### src/rtl/hbp_pkg.sv
package hbp_pkg;
    typedef enum logic [1:0] {
        ST_IDLE  = 2'd0,
        ST_READ  = 2'd1,
        ST_WRITE = 2'd2,
        ST_DRAIN = 2'd3
    } bus_st_t;
endpackage

### src/rtl/hbp_strobe.sv
module hbp_strobe (
    input  logic bus_style,
    input  logic rd_n,
    input  logic wr_n,
    output logic rd_act,
    output logic wr_act
);
    always_comb begin
        if (bus_style) begin
            rd_act = !rd_n && wr_n;
            wr_act = !rd_n && !wr_n;
        end else begin
            rd_act = !rd_n;
            wr_act = !wr_n;
        end
    end
endmodule

### src/rtl/hbp_addr.sv
module hbp_addr #(
    parameter int AW = 5
) (
    input  logic          clk,
    input  logic          rst_n,
    input  logic          mux_sel,
    input  logic          ale_i,
    input  logic [AW-1:0] bus_lo,
    input  logic [AW-1:0] addr_i,
    output logic [AW-1:0] lat_addr,
    output logic [AW-1:0] eff_addr
);
    logic ale_q;

    always_ff @(posedge clk or negedge rst_n) begin
        if (!rst_n) begin
            ale_q    <= 1'b0;
            lat_addr <= '0;
        end else begin
            ale_q <= ale_i;
            if (!mux_sel && ale_i && !ale_q)
                lat_addr <= bus_lo;
        end
    end

    assign eff_addr = mux_sel ? addr_i : lat_addr;
endmodule

### src/rtl/hbp_bank.sv
module hbp_bank #(
    parameter int DW        = 8,
    parameter int AW        = 5,
    parameter int STAT_ADDR = 30,
    parameter int MASK_ADDR = 31
) (
    input  logic          clk,
    input  logic          rst_n,
    input  logic          we,
    input  logic [AW-1:0] waddr,
    input  logic [DW-1:0] wdata,
    input  logic [AW-1:0] raddr,
    input  logic [DW-1:0] stat,
    output logic [DW-1:0] rdata,
    output logic          irq_hit
);
    localparam int NREG = 1 << AW;

    logic [DW-1:0] mem [NREG];

    always_ff @(posedge clk or negedge rst_n) begin
        if (!rst_n) begin
            for (int k = 0; k < NREG; k++)
                mem[k] <= '0;
        end else if (we) begin
            mem[waddr] <= wdata;
        end
    end

    assign rdata   = (raddr == AW'(STAT_ADDR)) ? stat : mem[raddr];
    assign irq_hit = |(stat & mem[AW'(MASK_ADDR)]);
endmodule

### src/rtl/hostbus_port.sv
module hostbus_port #(
    parameter int NCH       = 4,
    parameter int DW        = 8,
    parameter int AW        = 5,
    parameter int STAT_ADDR = 30,
    parameter int MASK_ADDR = 31
) (
    input  logic              clk,
    input  logic              rst_n,
    input  logic              mux_sel,
    input  logic              bus_style,
    input  logic              float_req,
    input  logic [NCH-1:0]    cs_n,
    input  logic              rd_n,
    input  logic              wr_n,
    input  logic              ale_i,
    input  logic [AW-1:0]     addr_i,
    input  logic [DW-1:0]     data_i,
    output logic [DW-1:0]     data_o,
    output logic              data_oe,
    input  logic [NCH*DW-1:0] stat_i,
    output logic              line_oe,
    output logic              irq_pull
);
    import hbp_pkg::*;

    localparam int CW = (NCH > 1) ? $clog2(NCH) : 1;

    bus_st_t        state_q, state_d;
    logic           rd_act, wr_act, cs_any, float_all, commit;
    logic [AW-1:0]  lat_addr, eff_addr, waddr_q;
    logic [DW-1:0]  wdat_q;
    logic [NCH-1:0] wcs_q, bank_we, irq_hit;
    logic [DW-1:0]  bank_rd [NCH];
    logic [CW-1:0]  rd_ch;

    hbp_strobe u_strobe (
        .bus_style (bus_style),
        .rd_n      (rd_n),
        .wr_n      (wr_n),
        .rd_act    (rd_act),
        .wr_act    (wr_act)
    );

    hbp_addr #(.AW(AW)) u_addr (
        .clk      (clk),
        .rst_n    (rst_n),
        .mux_sel  (mux_sel),
        .ale_i    (ale_i),
        .bus_lo   (data_i[AW-1:0]),
        .addr_i   (addr_i),
        .lat_addr (lat_addr),
        .eff_addr (eff_addr)
    );

    assign cs_any = |(~cs_n);

    // State register
    always_ff @(posedge clk or negedge rst_n) begin
        if (!rst_n) state_q <= ST_IDLE;
        else        state_q <= state_d;
    end

    // Next-state logic
    always_comb begin
        state_d = state_q;
        unique case (state_q)
            ST_IDLE: begin
                if (cs_any && rd_act)      state_d = ST_READ;
                else if (cs_any && wr_act) state_d = ST_WRITE;
            end
            ST_READ: begin
                if (!rd_act) state_d = wr_act ? ST_DRAIN : ST_IDLE;
            end
            ST_WRITE: begin
                if (!wr_act) state_d = ST_IDLE;
            end
            ST_DRAIN: begin
                if (!rd_act && !wr_act) state_d = ST_IDLE;
            end
        endcase
    end

    // Write capture: target banks and address held from strobe start, data tracked
    always_ff @(posedge clk or negedge rst_n) begin
        if (!rst_n) begin
            wcs_q   <= '0;
            waddr_q <= '0;
            wdat_q  <= '0;
        end else if (state_q == ST_IDLE && state_d == ST_WRITE) begin
            wcs_q   <= ~cs_n;
            waddr_q <= eff_addr;
            wdat_q  <= data_i;
        end else if (state_q == ST_WRITE && wr_act) begin
            wdat_q  <= data_i;
        end
    end

    assign commit  = (state_q == ST_WRITE) && !wr_act;
    assign bank_we = commit ? wcs_q : '0;

    genvar gi;
    generate
        for (gi = 0; gi < NCH; gi++) begin : g_bank
            hbp_bank #(
                .DW(DW), .AW(AW), .STAT_ADDR(STAT_ADDR), .MASK_ADDR(MASK_ADDR)
            ) u_bank (
                .clk     (clk),
                .rst_n   (rst_n),
                .we      (bank_we[gi]),
                .waddr   (waddr_q),
                .wdata   (wdat_q),
                .raddr   (eff_addr),
                .stat    (stat_i[gi*DW +: DW]),
                .rdata   (bank_rd[gi]),
                .irq_hit (irq_hit[gi])
            );
        end
    endgenerate

    // Output logic: lowest selected bank feeds the bus
    always_comb begin
        rd_ch = '0;
        for (int i = NCH - 1; i >= 0; i--)
            if (!cs_n[i]) rd_ch = CW'(i);
    end

    assign float_all = float_req && cs_any;
    assign data_o    = bank_rd[rd_ch];
    assign data_oe   = rd_act && cs_any && !float_req;
    assign line_oe   = !float_req;
    assign irq_pull  = (|irq_hit) && !float_all;
endmodule

### config.mk
export PLATFORM = sky130hd
export DESIGN_NAME = hostbus_port
export DESIGN_NICKNAME = d
export VERILOG_FILES = /design/src/rtl/hbp_pkg.sv /design/src/rtl/hbp_strobe.sv /design/src/rtl/hbp_addr.sv /design/src/rtl/hbp_bank.sv /design/src/rtl/hostbus_port.sv
export SDC_FILE = /design/constraint.sdc
export NUM_CORES = 2
export LEC_CHECK = 0
export ABC_AREA = 1
export BUFFER_PORTS_ARGS = -buffer_cell sky130_fd_sc_hd__buf_2
export CAP_MARGIN = 20
export CORE_MARGIN = 1
export CORE_UTILIZATION = 41
export CTS_CLUSTER_DIAMETER = 30
export CTS_CLUSTER_SIZE = 25
export DETAILED_ROUTE_END_ITERATION = 6
export PLACE_DENSITY = 0.6
export SLEW_MARGIN = 20
export SYNTH_ARGS = -nofsm -noshare
export SYNTH_HDL_FRONTEND = slang
export SYNTH_SLANG_ARGS = --single-unit
### constraint.sdc
create_clock -name clk -period 3.49 [get_ports clk]
set_clock_uncertainty 0.05 [all_clocks]
set_input_delay 0.8725 -clock clk [delete_from_list [all_inputs] [get_ports clk]]
set_output_delay 0.8725 -clock clk [all_outputs]
set_load 0.05 [all_outputs]
==> impl_metrics.ini <==
[outcome]
outcome = complete, but fails checks
violations = negative setup slack

[synth]
syn_area_um2 = 50600
avgSynthCellArea_um2 = 7.47
ys_top_cells_by_count = 2,668 x nand2_1, 1,141 x o21ai_0, 1,049 x dfrtp_1
ys_types = 29
synth_top_area_cell = dfrtp_1
ys_ff_latch = 1049
synth_seq_area_share_pct = 51.8
yosysWarnings = 0
yosysMostFrequentCell = nand2_1
yosysTopAreaCellShare_pct = 51.8
synth_area_leaders = dfrtp_1 52%, nand2_1 20%, o21ai_0 11%, nand3_1 5.1%, inv_1 4.7%
synth_edf_count = 0
synthFlopType = dfrtp_1
synthesis.nets = 6836
syn_inst = 6779
async_reset_ff_share_pct = 100

[timing]
final-setup-viol-count = 8
rsz0062_at_grt = yes
finalCriticalPeriod_ns = 4.19
setup_tns_ns = -5.38
fin_ws_ns = -0.695
hold_ws_ns = 0.125
fmax_mhz = 239
worst_pin_slew_ns = 1.15
hold_viol = 0
slew_viol_final = 0
post-route-period-util_pct = 120
slew_headroom_pct = 23.0

[critical_path]
crit_path_end_kind = output port
cp_max_fo = 13
worstPathRequired_ns = 2.57
cp.depth = 17
cp.arrival_ns = 3.26
crit_family = simple AND/OR/NAND/NOR gates
reg2reg_depth = 5
critPathKind = reg -> out
crit_chain = nand2_4 -> nand2_8 -> buf_16 -> buf_4 -> buf_12 -> o21ai_2 -> nand2_1 -> a21oi_2 -> nor2_4 -> nand2_1 -> nand2_1 -> nand2_1 -> nand2_1 -> nand2_1 -> nand2_1 -> nand2_1 -> buf_6
cp_num_buf_inv = 4
worst_setup_path_start_kind = flip-flop
slowest_stage = dfrtp_1
cpPeakStageDelay_ns = 0.42
path_common_cell = nand2_1

[global_route]
grt_max_degree = 93
antenna_found_initial = 2
grt_pass1_vias = 44700
track_usage_pct = 27.4
overflow = 0
grt_pass1_wl_um = 266000

[drt]
first_pass_iters = 7
num_vias = 46300
viasPerCell = 5.24
drtAntennaViolNets = 0
drc_errors = 0
drt_iter0_markers = 4952
routed_wl_um = 175000
post_drt_wl_per_cell_um = 19.7

[pwr]
power_switching_mw = 15.6
p_comb_share_pct = 21.6
ir_worst_vdd_v = 0.000506
power.total_mw = 48.4
p_leak_nw = 30.4
p_seq_share_pct = 31.5
power.internal_mw = 32.8
switching_share_pct = 32.2
p_clk_share_pct = 46.9
pwr_density_cell_nw_per_um2 = 745

[cts]
cts_buffers = 234
cts_num_sinks = 1049
clk_pin_slew_worst_paths_ns = 0.05
clock_latency_ns = 0.81
ctsHtreeMaxLevel = 4
clock_path_buffers = 3
cts_root_buffer = clkbuf_16
cts_tree = done

[job]
maxCapViolations = 0

[die]
num_rows = 128
core_area_um2 = 122000
start_util_pct = 41.4
fp.dieArea_um2 = 125000
die_x_um = 353
die_h_um = 353
pin_count = 68

[finish]
synthToLayoutAreaGrowth_pct = 28.3
drive_gt1_share_pct = 15.3
fillers = 11400
fin_nets = 7068

[placed_design]
hpwl_um = 109000
portBuffers = 66
gp_congestion = 0.931

[min_path]
min_delay_path_depth = 1
hold_class = in -> reg
==> layout by cell type, fill, tap and decap left out, types with 7 or more instances in the layout <==
cell type      n
clkbuf_16    253
bufinv_16     31
nand3_1      464
inv_4          8
dfrtp_1     1049
o21ai_1       38
a21oi_2       22
nand2_1     2592
clkinvlp_4    29
clkinv_2      51
nor2_1        90
buf_12        76
buf_16        13
clkbuf_8      30
buf_2         56
inv_6         12
inv_1        618
clkbuf_1      26
buf_8         11
nand2_8        7
nand3_4        7
buf_4        263
o211ai_1      43
nand2_2       67
buf_6         25
nand2_4       14
nor2_2        13
nand3b_1      21
nand3_2       48
clkinv_4      15
nor2_4        20
a21oi_1       35
inv_2         10
o21ai_0     1120
==> layer usage <==
metal	wire, um	track usage, %
met3	12900	5.17
met1	75800	37.8
met4	6550	11.0
met5	19	0
met2	79200	42.3
==> final cells by class <==
type	instances	area (um2)	area share (%)
Sequential cell	1049	26300	40.4
Multi-Input combinational cell	4623	20900	32.1
Clock buffer	294	6470	9.96
Timing Repair Buffer	465	5100	7.86
Inverter	638	2430	3.75
Tap cell	1625	2030	3.13
Clock inverter	144	1780	2.74
Antenna cell	2	5.00	0.00771
==> power by group through the flow <==
stage / clock network, mW / logic (mW) / registers, mW
final: 22.7 / 10.4 / 15.2
after global routing: 23.5 / 11.4 / 15.5
after CTS: 22.8 / 9.88 / 15.2
after detailed placement: 0 / 9.49 / 15.4
after global placement: 0 / 9.38 / 15.3
after floorplan: 0 / 5.46 / 15.1
==> worst register-to-register path, stage by stage (launching register included) <==
cell and delay [ns]:
dfrtp_1 0.41, inv_1 0.09, nand2_1 0.20, nor2_1 0.94
nand2_1 0.61, o21ai_0 0.35
==> logic make-up (layout without fill, tap and decap cells) <==
family / Yosys count / after routing / share of synthesized area (%)
and+or+nand+nor: 3342 / 3346 / 26.3
DFF: 1049 / 1049 / 51.8
buffers and inverters: 1111 / 1541 / 8.90
AOI/OAI and AO/OA: 1272 / 1272 / 12.8
muxes: 4 / 4 / 0.0890
other: 1 / 3 / 0.00741
==> worst paths after layout <==
| path | start | endpoint | slack [ns] |
|---|---|---|---|
| max in group asynchronous | rst_n | g_bank[3].u_bank.mem[154]$_DFFE_PN0P_ | 1.72 |
| setup / recovery | u_addr.lat_addr[0]$_DFFE_PN0P_ | data_o[2] | -0.70 |
| min in group asynchronous | rst_n | g_bank[0].u_bank.mem[112]$_DFFE_PN0P_ | 0.56 |
| hold / removal | ale_i | u_addr.ale_q$_DFF_PN0_ | 0.13 |
| setup reg to reg | waddr_q[0]$_DFFE_PN0P_ | g_bank[3].u_bank.mem[159]$_DFFE_PN0P_ | 0.72 |
| hold reg to reg | g_bank[1].u_bank.mem[41]$_DFFE_PN0P_ | g_bank[1].u_bank.mem[41]$_DFFE_PN0P_ | 0.43 |
==> metrics by stage <==
| step | setup WS, ns | std cells | cell area (um2) | util [%] |
|---|---|---|---|---|
| 6_report | -0.695 | 8840 | 64900 | 53.1 |
| 5_1_grt | -0.791 | 8838 | 64900 | 53.1 |
| 4_1_cts | -0.725 | 8804 | 63600 | 52.1 |
| 3_5_place_dp | -0.903 | 8348 | 54500 | 44.6 |
| 3_3_place_gp | -0.951 | 8348 | 54500 | 44.6 |
| 2_1_floorplan | 0.0561 | 6779 | 50600 | - |
==> repair_timing <==
item	CTS	global route
gates resized for setup	136	205
hold endpoints to repair	7	0
setup buffers	8	15
cloned	9	19
endpoints found under the setup margin	8	8
pin swaps	12	83
hold buffers	1	0
==> registers in the layout (all words and copies together), names as in the netlist <==
name               flops
g_bank.u_bank.mem   1024
wdat_q                 8
u_addr.lat_addr        5
waddr_q                5
wcs_q                  4
state_q                2
u_addr.ale_q           1
(Power assumes the default switching activity.)
